[src/rtl/fgt_pkg.sv]
// Shared codes and constants for the fine-grained read trap unit.
// Assumes privilege levels are encoded 0..3 and op codes fit two bits.
package fgt_pkg;
    typedef enum logic [1:0] {
        OP_TGT_RD = 2'd0,
        OP_CTL_RD = 2'd1,
        OP_CTL_WR = 2'd2,
        OP_NONE   = 2'd3
    } op_e;

    localparam logic [1:0] LVL_USR = 2'd0;
    localparam logic [1:0] LVL_OS  = 2'd1;
    localparam logic [1:0] LVL_HYP = 2'd2;
    localparam logic [1:0] LVL_MON = 2'd3;

    localparam int         SYN_W      = 6;
    localparam logic [5:0] SYN_FGT    = 6'h18;
    localparam int         OFS_W      = 12;
    localparam logic [11:0] SHADOW_OFS = 12'h1A0;

    // Verdict for an access to the control word itself.
    typedef struct packed {
        logic trap2;
        logic trap3;
        logic undef;
        logic redir;
        logic direct;
    } verdict_t;
endpackage

[src/rtl/fgt_ctl_store.sv]
// Control word storage. Only positions set in IMPL_MASK hold state;
// every other position stays zero whatever is written.
// Assumes the write enable is already qualified by the access gating.
module fgt_ctl_store #(
    parameter int                CTRL_W    = 64,
    parameter logic [CTRL_W-1:0] IMPL_MASK = '1
) (
    input  logic              clk,
    input  logic              rst_n,
    input  logic              wr_en,
    input  logic [CTRL_W-1:0] wr_data,
    output logic [CTRL_W-1:0] q
);
    // Holds the word; reset arms every trap, writes drop reserved bits.
    always_ff @(posedge clk) begin
        if (!rst_n)
            q <= '0;
        else if (wr_en)
            q <= wr_data & IMPL_MASK;
    end
endmodule

[src/rtl/fgt_tgt_trap.sv]
// Per-read trap decision for guarded target registers.
// A clear implemented bit arms the trap. Level 1 traps for every
// implemented bit; level 0 only for bits in LVL0_MASK and only outside
// host mode. Assumes el2_active already combines presence and enable.
module fgt_tgt_trap
    import fgt_pkg::*;
#(
    parameter int                CTRL_W    = 64,
    parameter logic [CTRL_W-1:0] IMPL_MASK = '1,
    parameter logic [CTRL_W-1:0] LVL0_MASK = '0,
    localparam int               IDX_W     = $clog2(CTRL_W)
) (
    input  logic [CTRL_W-1:0] ctl,
    input  logic [IDX_W-1:0]  idx,
    input  logic [1:0]        lvl,
    input  logic              el2_active,
    input  logic              host_mode,
    output logic              trap
);
    logic armed;

    // Selects the guarding bit and applies the level and host rules.
    always_comb begin
        armed = IMPL_MASK[idx] & ~ctl[idx];
        case (lvl)
            LVL_OS:  trap = armed;
            LVL_USR: trap = armed & LVL0_MASK[idx] & ~host_mode;
            default: trap = 1'b0;
        endcase
        trap = trap & el2_active;
    end
endmodule

[src/rtl/fgt_self_gate.sv]
// Gating for reads and writes of the control word itself.
// Level 0 is undefined. Level 1 follows the nested-virtualization bits.
// Level 2 follows the level-3 fine-grained enable. Level 3 is direct.
// Assumes nv_bits[2] selects the memory shadow and nv_bits[0] the trap.
module fgt_self_gate
    import fgt_pkg::*;
(
    input  logic [1:0] lvl,
    input  logic [2:0] nv_bits,
    input  logic       el3_present,
    input  logic       el3_fgt_en,
    input  logic       sdd_undef_prio,
    input  logic       sdd_undef,
    output verdict_t   verdict
);
    // Walks the layered level rules in priority order.
    always_comb begin
        verdict = '0;
        case (lvl)
            LVL_USR: verdict.undef = 1'b1;
            LVL_OS: begin
                if (nv_bits[2] && nv_bits[0])
                    verdict.redir = 1'b1;
                else if (nv_bits[0])
                    verdict.trap2 = 1'b1;
                else
                    verdict.undef = 1'b1;
            end
            LVL_HYP: begin
                if (el3_present && !el3_fgt_en) begin
                    if (sdd_undef_prio || sdd_undef)
                        verdict.undef = 1'b1;
                    else
                        verdict.trap3 = 1'b1;
                end else begin
                    verdict.direct = 1'b1;
                end
            end
            default: verdict.direct = 1'b1;
        endcase
    end
endmodule

[src/rtl/fgt_read_trap.sv]
// Top of the fine-grained read trap unit.
// Accepts one request per strobe. Returns a registered verdict one
// cycle later. Assumes the core holds off exception entry and performs
// any redirected memory access itself.
module fgt_read_trap
    import fgt_pkg::*;
#(
    parameter int                CTRL_W    = 64,
    parameter logic [CTRL_W-1:0] IMPL_MASK = 64'h0000_0000_00DF_FFFF,
    parameter logic [CTRL_W-1:0] LVL0_MASK = 64'h0000_0000_0000_6F0C,
    localparam int               IDX_W     = $clog2(CTRL_W)
) (
    input  logic              clk,
    input  logic              rst_n,
    input  logic              req_valid,
    input  logic [1:0]        req_op,
    input  logic [1:0]        req_lvl,
    input  logic [IDX_W-1:0]  req_idx,
    input  logic [CTRL_W-1:0] req_wdata,
    input  logic              el2_present,
    input  logic              el2_enabled,
    input  logic              el3_present,
    input  logic              host_e2h,
    input  logic              host_tge,
    input  logic [2:0]        nv_bits,
    input  logic              el3_fgt_en,
    input  logic              sdd_undef_prio,
    input  logic              sdd_undef,
    input  logic              hp_pending,
    output logic              rsp_valid,
    output logic              trap_el2,
    output logic              trap_el3,
    output logic              undef,
    output logic              redirect,
    output logic [OFS_W-1:0]  redirect_ofs,
    output logic [SYN_W-1:0]  syndrome,
    output logic [CTRL_W-1:0] rdata
);
    logic [CTRL_W-1:0] ctl_q;
    logic              tgt_trap;
    verdict_t          self_v;
    logic              t2_d, t3_d, ud_d, rd_d, dir_d;
    logic              wr_en;
    logic [CTRL_W-1:0] rdata_d;

    fgt_ctl_store #(.CTRL_W(CTRL_W), .IMPL_MASK(IMPL_MASK)) u_store (
        .clk     (clk),
        .rst_n   (rst_n),
        .wr_en   (wr_en),
        .wr_data (req_wdata),
        .q       (ctl_q)
    );

    fgt_tgt_trap #(.CTRL_W(CTRL_W), .IMPL_MASK(IMPL_MASK), .LVL0_MASK(LVL0_MASK)) u_tgt (
        .ctl        (ctl_q),
        .idx        (req_idx),
        .lvl        (req_lvl),
        .el2_active (el2_present & el2_enabled),
        .host_mode  (host_e2h & host_tge),
        .trap       (tgt_trap)
    );

    fgt_self_gate u_self (
        .lvl            (req_lvl),
        .nv_bits        (nv_bits),
        .el3_present    (el3_present),
        .el3_fgt_en     (el3_fgt_en),
        .sdd_undef_prio (sdd_undef_prio),
        .sdd_undef      (sdd_undef),
        .verdict        (self_v)
    );

    // Chooses the verdict for the request type; a pending higher-priority exception wins.
    always_comb begin
        t2_d  = 1'b0;
        t3_d  = 1'b0;
        ud_d  = 1'b0;
        rd_d  = 1'b0;
        dir_d = 1'b0;
        if (req_valid && !hp_pending) begin
            case (op_e'(req_op))
                OP_TGT_RD: t2_d = tgt_trap;
                OP_CTL_RD, OP_CTL_WR: begin
                    t2_d  = self_v.trap2;
                    t3_d  = self_v.trap3;
                    ud_d  = self_v.undef;
                    rd_d  = self_v.redir;
                    dir_d = self_v.direct;
                end
                default: ;
            endcase
        end
    end

    // Direct accesses reach the word only when level 2 exists.
    always_comb begin
        wr_en   = dir_d && (op_e'(req_op) == OP_CTL_WR) && el2_present;
        rdata_d = (dir_d && (op_e'(req_op) == OP_CTL_RD) && el2_present) ? ctl_q : '0;
    end

    // Registers the response one cycle after the strobe.
    always_ff @(posedge clk) begin
        if (!rst_n) begin
            rsp_valid    <= 1'b0;
            trap_el2     <= 1'b0;
            trap_el3     <= 1'b0;
            undef        <= 1'b0;
            redirect     <= 1'b0;
            redirect_ofs <= '0;
            syndrome     <= '0;
            rdata        <= '0;
        end else begin
            rsp_valid    <= req_valid;
            trap_el2     <= t2_d;
            trap_el3     <= t3_d;
            undef        <= ud_d;
            redirect     <= rd_d;
            redirect_ofs <= rd_d ? SHADOW_OFS : '0;
            syndrome     <= (t2_d || t3_d) ? SYN_FGT : '0;
            rdata        <= rdata_d;
        end
    end
endmodule

[config.mk]
export PLATFORM = sky130hd
export DESIGN_NAME = fgt_read_trap
export DESIGN_NICKNAME = d
export VERILOG_FILES = /design/src/rtl/fgt_pkg.sv /design/src/rtl/fgt_ctl_store.sv /design/src/rtl/fgt_tgt_trap.sv /design/src/rtl/fgt_self_gate.sv /design/src/rtl/fgt_read_trap.sv
export SDC_FILE = /design/constraint.sdc
export NUM_CORES = 1
export LEC_CHECK = 0
export BUFFER_PORTS_ARGS = -buffer_cell sky130_fd_sc_hd__buf_2
export CAP_MARGIN = 20
export CORE_MARGIN = 2
export CORE_UTILIZATION = 45
export DETAILED_ROUTE_END_ITERATION = 10
export PLACE_DENSITY_LB_ADDON = 0.3
export RECOVER_POWER = 50
export SYNTH_ARGS = -nofsm -noshare
export SYNTH_HDL_FRONTEND = slang
export SYNTH_HIERARCHICAL = 1
export SYNTH_SLANG_ARGS = --single-unit
[constraint.sdc]
create_clock -name clk -period 1.95 [get_ports clk]
set_input_delay 0.195 -clock clk [delete_from_list [all_inputs] [get_ports clk]]
set_output_delay 0.195 -clock clk [all_outputs]
set_load 0.01 [all_outputs]
==> out/results.md, run 1 <==
Status
* finished, final reports clean — result of the run

STA
* 0 ns — Total Neg Setup Slack
* 0.00919 ns — Fin Clk Skew
* 0.652 — worst rel slew slack
* 1.82 ns — minimum clock period after layout
* 0 — count of final hold-check violations
* 550 MHz — Peak Freq
* 0.522 ns — Worst Max-Slew Pin Slew
* 0 — number of max-slew violations in the final report
* 0 — endpoints failing setup
* 0.932 — Final period util
* 0.132 ns — final worst slack
* no — setup repair after global routing missed its margin
* 0.103 ns — Final Hold Slack

Hold path
* primary input to flop — worst min-delay path class

Critical path
* 3 — critical-path maximum fanout
* mux4_1, a22oi_2, o2111ai_1, a21oi_1, a22oi_1, o32ai_1 — series of cell instances along the critical path
* 0.56 ns — slowest cell delay on critical path
* 0 — Bufs and invs on worst path
* 2.20 ns — CP Data Required Time
* 0.13 ns — R2R Setup Slk
* flop to flop — kind of critical path
* sky130_fd_sc_hd__mux4_1 — Critical Path Slowest Stage Cell
* flop — kind of end point of the critical path
* compound AO/OA/AOI/OAI gates — cell family with most CP delay
* 2.07 ns — arrival time worst endpoint
* flop — critical path startpoint category

Global routing
* 0 — number of antenna violations at the first check in global routing
* 2651 — vias in the first global route
* 0 — remaining global-route overflow
* 12700 µm — first-pass GRT wire length
* 0.157 — Global Route Usage Sum
* 65 — maximum number of pins on one net before global-route repair

Logic synthesis
* 10.3 µm² — synthesized area per cell
* sky130_fd_sc_hd__dfxtp_1 — dominant synthesized flop cell
* 37 — number of distinct standard cells referenced by the synthesized netlist
* 0.426 — proportion of synthesized chip area in sequential cells
* 93 — number of storage elements in the synthesis netlist
* 0.00437 mm² — netlist area before placement
* 6 — count of synthesis-stage warnings from yosys
* 425 — Mapped Cells
* 0 — share of synthesized flip-flops with an asynchronous set or reset
* 0 — number of synthesized flops with an enable pin

Floorplan
* 103 µm — Die Wd
* 35 — site row count
* 176 — I/O pin count
* 0.469 — effective utilization at floorplan
* 0.00933 mm² — standard cell core area
* 0.0105 mm² — Die ar.
* 103 µm — y dimension of the die

CTS
* 2 — maximum number of buffers from clock root to sink
* 9 — TritonCTS Buffers
* 0.09 ns — clock-pin slew reported for the worst setup and hold paths after clock tree synthesis
* 93 — total clock sinks
* yes — clock tree from TritonCTS
* 3 — Clock H-tree levels
* 0 — quantity of gates resized following cts
* 0 — cts-stage hold buffer count
* 0 — number of post-CTS setup repair buffers
* 0.34 ns — clock latency reported for the late side of the worst-skew pair
* sky130_fd_sc_hd__clkbuf_8 — CTS root buffer

Cells and area
* 11.2% — Area growth, synth to finish
* 663 — non-filler cells in the finished layout
* 625 — nets@finish
* 908 — final-layout fill cell count
* 0.521 — fraction of the core area covered by cells at the end of the flow
* 0 — number of antenna cells inserted
* 0.283 — layout cell share with drive strength beyond 1

Route
* 2915 — via count
* 4 — TritonRoute pass-1 iters
* 87 — detailed router's first-iteration violation count
* 12.6 µm — average routed wire per standard cell
* 0 — drt drc
* 8340 µm — Total Wirelength
* 0 — post-detailed-route count of antenna-violating nets
* 4.40 — post-DR vias/cell

Power
* 686 mW/mm² — power density normalized to cell area
* 1.81 nW — Static Leak
* 0.470 mV — Peak VDD IR

Placed design
* -0.0884 ns — Place WS
* 120 — count of input and output buffers
* 649 — number of instances in the placed design
* 0.744 — final estimated routing congestion in global placement
* 5910 µm — DP Wirelength

Run
* 0 — Max Cap Violations

-- registers in the layout, indices dropped and copies added (netlist names) --
name and count:
syndrome 1, trap_el3 1, rsp_valid 1, redirect_ofs 1, u_store/q 23, undef 1, trap_el2 1, rdata 64
-- layer usage --
layer / track usage / vias up / routed length, µm
met2: 0.255 / 86 / 3900
met4: 0.0503 / 0 / 79
met5: 0 / - / 0
met3: 0.0414 / 6 / 494
met1: 0.204 / 1314 / 3870
li1: - / 1509 / -
-- cell usage in the layout (no fill, tap or decap), types with 2 or more instances in the layout --
master / instances
sky130_fd_sc_hd__ha_1: 5
sky130_fd_sc_hd__clkbuf_8: 11
sky130_fd_sc_hd__nor2b_1: 27
sky130_fd_sc_hd__mux2i_1: 23
sky130_fd_sc_hd__mux4_1: 6
sky130_fd_sc_hd__a22oi_1: 3
sky130_fd_sc_hd__and3_1: 3
sky130_fd_sc_hd__nand2_1: 68
sky130_fd_sc_hd__nand4b_1: 3
sky130_fd_sc_hd__nor3_2: 60
sky130_fd_sc_hd__nor3_1: 6
sky130_fd_sc_hd__conb_1: 54
sky130_fd_sc_hd__inv_1: 5
sky130_fd_sc_hd__buf_12: 2
sky130_fd_sc_hd__buf_4: 8
sky130_fd_sc_hd__and2_1: 4
sky130_fd_sc_hd__mux2_2: 4
sky130_fd_sc_hd__dfxtp_1: 93
sky130_fd_sc_hd__buf_2: 59
sky130_fd_sc_hd__clkbuf_1: 63
sky130_fd_sc_hd__nor2_1: 6
sky130_fd_sc_hd__a21oi_1: 3
-- cells in the mapped netlist (2+ instances only) --
library cell               count  area (µm²)
sky130_fd_sc_hd__a21oi_1       3        15.0
sky130_fd_sc_hd__a22oi_1       3        22.5
sky130_fd_sc_hd__and2_1        4        25.0
sky130_fd_sc_hd__and3_1        3        18.8
sky130_fd_sc_hd__buf_12        2        40.0
sky130_fd_sc_hd__buf_2         3        15.0
sky130_fd_sc_hd__buf_4        65         488
sky130_fd_sc_hd__buf_6         8        90.1
sky130_fd_sc_hd__clkbuf_1      9        33.8
sky130_fd_sc_hd__conb_1        2        7.51
sky130_fd_sc_hd__dfxtp_1      93        1860
sky130_fd_sc_hd__ha_1          5        62.6
sky130_fd_sc_hd__inv_1         5        18.8
sky130_fd_sc_hd__mux2_2        4        45.0
sky130_fd_sc_hd__mux2i_1      23         230
sky130_fd_sc_hd__mux4_1        6         158
sky130_fd_sc_hd__nand2_1      69         259
sky130_fd_sc_hd__nand4b_1      3        26.3
sky130_fd_sc_hd__nor2_1        7        26.3
sky130_fd_sc_hd__nor2b_1      27         169
sky130_fd_sc_hd__nor3_1        6        30.0
sky130_fd_sc_hd__nor3_2       60         601
-- area by class of cell --
type / count / area, µm² / area share
well taps: 129 / 161 / 0.0332
clock inverters: 1 / 7.51 / 0.00154
clock buffers: 13 / 159 / 0.0327
flip-flops and latches: 93 / 1860 / 0.383
inverters: 5 / 18.8 / 0.00386
repair buffers: 130 / 624 / 0.128
multi-input cells: 292 / 2030 / 0.417
-- worst min-delay path, cell delays in order --
cell and delay (ns):
sky130_fd_sc_hd__buf_2 0.07, sky130_fd_sc_hd__mux2i_1 0.06, sky130_fd_sc_hd__nor2b_1 0.09
-- logic make-up after synthesis --
logic type / after synthesis / share of synthesized area
DFF: 93 / 0.426
muxes: 33 / 0.0991
adders and majority gates: 5 / 0.0143
buffers and inverters: 92 / 0.157
AOI/OAI and AO/OA: 14 / 0.0249
and+or+nand+nor: 186 / 0.277
other: 2 / 0.00172
-- per-stage QoR --
stage                     instance area (µm²)  power [mW]
after floorplan                          4570        2.24
after global placement                   4770        2.25
after detailed placement                 4770        2.25
after CTS                                4940        3.38
after global routing                     4860        3.48
final                                    4860        3.34
-- power breakdown --
part	switching, mW	total, mW	internal (mW)
Combinational	0.194	0.301	0.107
Clock	0.609	1.13	0.522
Sequential	0.00256	1.90	1.90
-- path summary, 6_finish.rpt --
kind / to / depth (start not counted) / from
max reg2reg: syndrome[3] / 6 / u_store/q[3]
max: syndrome[3] / 6 / u_store/q[3]
min: u_store/q[1] / 3 / req_wdata[1]
min reg2reg: rdata[13] / 2 / u_store/q[13]
Power figures use the tool's default switching activity.
==> inputs of run 2 (changes only) <==
--- a/config.mk
+++ b/config.mk
@@ -12,6 +12,8 @@
 export DETAILED_ROUTE_END_ITERATION = 10
 export PLACE_DENSITY_LB_ADDON = 0.3
 export RECOVER_POWER = 50
+export REMOVE_ABC_BUFFERS = 1
+export SKIP_CTS_REPAIR_TIMING = 1
 export SYNTH_ARGS = -nofsm -noshare
 export SYNTH_HDL_FRONTEND = slang
 export SYNTH_HIERARCHICAL = 1
==> out/results.md, run 2 (same netlist as run 1, synthesis figures left out) <==
STA
* 1.02 ns — Worst Max-Slew Pin Slew, +0.497 ns
* 1.80 ns — minimum clock period after layout, -0.0224 ns
* 557 MHz — Peak Freq, +1.2%
* 0 — number of max-slew violations in the final report, unchanged
* 0.921 — Final period util, -0.0115
* 0 ns — Total Neg Setup Slack, unchanged
* 0.102 ns — Final Hold Slack, -0.00102 ns
* 0 — count of final hold-check violations, unchanged
* 0.321 — worst rel slew slack, -0.331
* 0 — endpoints failing setup, unchanged
* no — setup repair after global routing missed its margin
* 0.154 ns — final worst slack, +0.0224 ns
* 0.0104 ns — Fin Clk Skew, +0.00116 ns

Floorplan
* 103 µm — Die Wd, unchanged
* 0.469 — effective utilization at floorplan, unchanged
* 0.0105 mm² — Die ar., unchanged
* 176 — I/O pin count, unchanged
* 0.00933 mm² — standard cell core area, unchanged
* 103 µm — y dimension of the die, unchanged
* 35 — site row count, unchanged

Cells and area
* 0.00488 mm² — final design area excluding fillers, +0.49%
* 624 — nets@finish, -0.16%
* 0 — number of antenna cells inserted, unchanged
* 64 — max FFs per register, unchanged
* 0.00186 mm² — total area of sequential cells, unchanged
* 0.290 — layout cell share with drive strength beyond 1, +0.00749
* sky130_fd_sc_hd__dfxtp_1 — most common cell after layout, fill and taps aside
* 663 — non-filler cells in the finished layout, unchanged
* 0.524 — fraction of the core area covered by cells at the end of the flow, +0.00255
* sky130_fd_sc_hd__dfxtp_1, sky130_fd_sc_hd__nand2_1, sky130_fd_sc_hd__buf_2 — top library cells by usage in the layout, fill and taps aside
* 0.00203 mm² — footprint of the multi-input gates, +0.25%
* rdata: 64 flops, u_store/q: 23 flops — leading registers by flop count
* 909 — final-layout fill cell count, +0.11%
* rdata — register bank with the most flops
* 11.8% — Area growth, synth to finish

Power
* 0.298 mV — Peak VDD IR, -37%
* 0.265 — switching part of the total power, +0.0232
* 0.350 — Clk pwr share, +0.011
* 0.898 mW — switching power of the nets, +12%
* 0.089 — combinational share of power, about the same
* 695 mW/mm² — power density normalized to cell area, +1.2%
* 2.50 mW — cell-internal power, -1.4%
* 1.83 nW — Static Leak, +1.0%
* 3.39 mW — total power of the final layout, +1.7%
* 0.561 — sequential share of power, -0.010

Critical path
* 2.06 ns — arrival time worst endpoint, about the same
* flop — critical path startpoint category
* syndrome[3] — destination of the worst register-to-register timing path
* 6 — number of cells on the worst reg-to-reg path, unchanged
* 3 — critical-path maximum fanout, unchanged
* flop to flop — kind of critical path
* u_store/q[11] — startpoint of the worst-slack reg-to-reg timing path
* flop — kind of end point of the critical path
* 2.21 ns — CP Data Required Time, about the same
* 0.15 ns — R2R Setup Slk, +0.02 ns

Route
* 12.7 µm — average routed wire per standard cell, +0.70%
* 121 — detailed router's first-iteration violation count, +39%
* 2971 — via count, +1.9%
* 0 — drt drc, unchanged
* 8400 µm — Total Wirelength, +0.70%
* 6 — TritonRoute pass-1 iters, +2
* 0 — post-detailed-route count of antenna-violating nets, unchanged
* 4.48 — post-DR vias/cell, +1.9%

Run
* 0 — Max Cap Violations, unchanged

CTS
* 3 — Clock H-tree levels, unchanged
* 9 — TritonCTS Buffers, unchanged
* sky130_fd_sc_hd__clkbuf_8 — CTS root buffer
* 2 — maximum number of buffers from clock root to sink, unchanged
* 0.09 ns — clock-pin slew reported for the worst setup and hold paths after clock tree synthesis, about the same
* 0.35 ns — clock latency reported for the late side of the worst-skew pair, about the same
* 93 — total clock sinks, unchanged
* yes — clock tree from TritonCTS

Hold path
* req_wdata[9] — Hold Startpoint
* 3 — depth of the worst hold-timing path, unchanged
* u_store/q[9] — endpoint with the worst hold slack
* primary input to flop — worst min-delay path class

Global routing
* 0 — remaining global-route overflow, unchanged
* 65 — maximum number of pins on one net before global-route repair, unchanged
* 0 — number of antenna violations at the first check in global routing, unchanged
* 0.160 — Global Route Usage Sum, +0.00284
* 12900 µm — first-pass GRT wire length, +1.5%
* 2757 — vias in the first global route, +4.0%

Placed design
* 120 — count of input and output buffers, unchanged
* 0.824 — final estimated routing congestion in global placement, +11%
* 648 — number of instances in the placed design, -0.15%
* 0.00478 mm² — placed standard-cell area, +0.21%
* 5770 µm — DP Wirelength, -2.4%
* -0.0515 ns — Place WS, +0.0369 ns

Status
* finished, final reports clean — result of the run

==> run 2: cell types whose count changed in the layout (fill, tap and decap cells not counted), moves of 2 or more <==
cell                       previous run  this run
sky130_fd_sc_hd__clkbuf_8            11         9
sky130_fd_sc_hd__inv_6                0         2
sky130_fd_sc_hd__clkbuf_1            63        59
sky130_fd_sc_hd__buf_4                8         5
sky130_fd_sc_hd__inv_8                0         2
sky130_fd_sc_hd__buf_2               59        62
==> run 2: metal layers <==
layer / up-vias / routed length [µm] / track usage
met5: - / 0 / 0
met4: 0 / 238 / 0.0790
met3: 20 / 316 / 0.0237
met2: 74 / 4240 / 0.275
met1: 1365 / 3610 / 0.194
li1: 1512 / - / -
==> run 2: worst max path at each step <==
stage / start / to / slack (ns) / cells past startpoint
2_1_floorplan: req_op[0] / u_store/q[0] / -2.49 / 6
3_3_place_gp: req_idx[0] / syndrome[3] / -0.07 / 7
3_5_place_dp: req_idx[0] / syndrome[3] / -0.05 / 7
5_1_grt: u_store/q[11] / syndrome[3] / 0.001 / 6
4_1_cts: u_store/q[11] / syndrome[3] / 0.15 / 6
6_report: u_store/q[11] / syndrome[3] / 0.15 / 6
==> run 2: layout make-up <==
type                    count  area share
inverters                   5     0.00384
multi-input cells         292       0.416
flip-flops and latches     93       0.381
clock buffers               9      0.0254
well taps                 129      0.0330
repair buffers            129       0.129
clock inverters             6      0.0115
==> run 2: worst max-delay path, cell delays in order, from the launching register on <==
cell                        delay [ns]
sky130_fd_sc_hd__dfxtp_1          0.34
sky130_fd_sc_hd__mux4_1           0.52
sky130_fd_sc_hd__a22oi_1          0.20
sky130_fd_sc_hd__o2111ai_1        0.14
sky130_fd_sc_hd__a21oi_1          0.18
sky130_fd_sc_hd__a22oi_1          0.10
sky130_fd_sc_hd__o32ai_1          0.22
==> run 2: power groups by stage <==
| stage | Combinational, mW | Clock [mW] | Sequential, mW |
|---|---|---|---|
| finish | 0.301 | 1.19 | 1.90 |
| global route | 0.336 | 1.31 | 1.91 |
| CTS | 0.302 | 1.23 | 1.91 |
| detailed placement | 0.301 | 0 | 1.95 |
| global placement | 0.297 | 0 | 1.95 |
| floorplan | 0.153 | 0 | 1.95 |
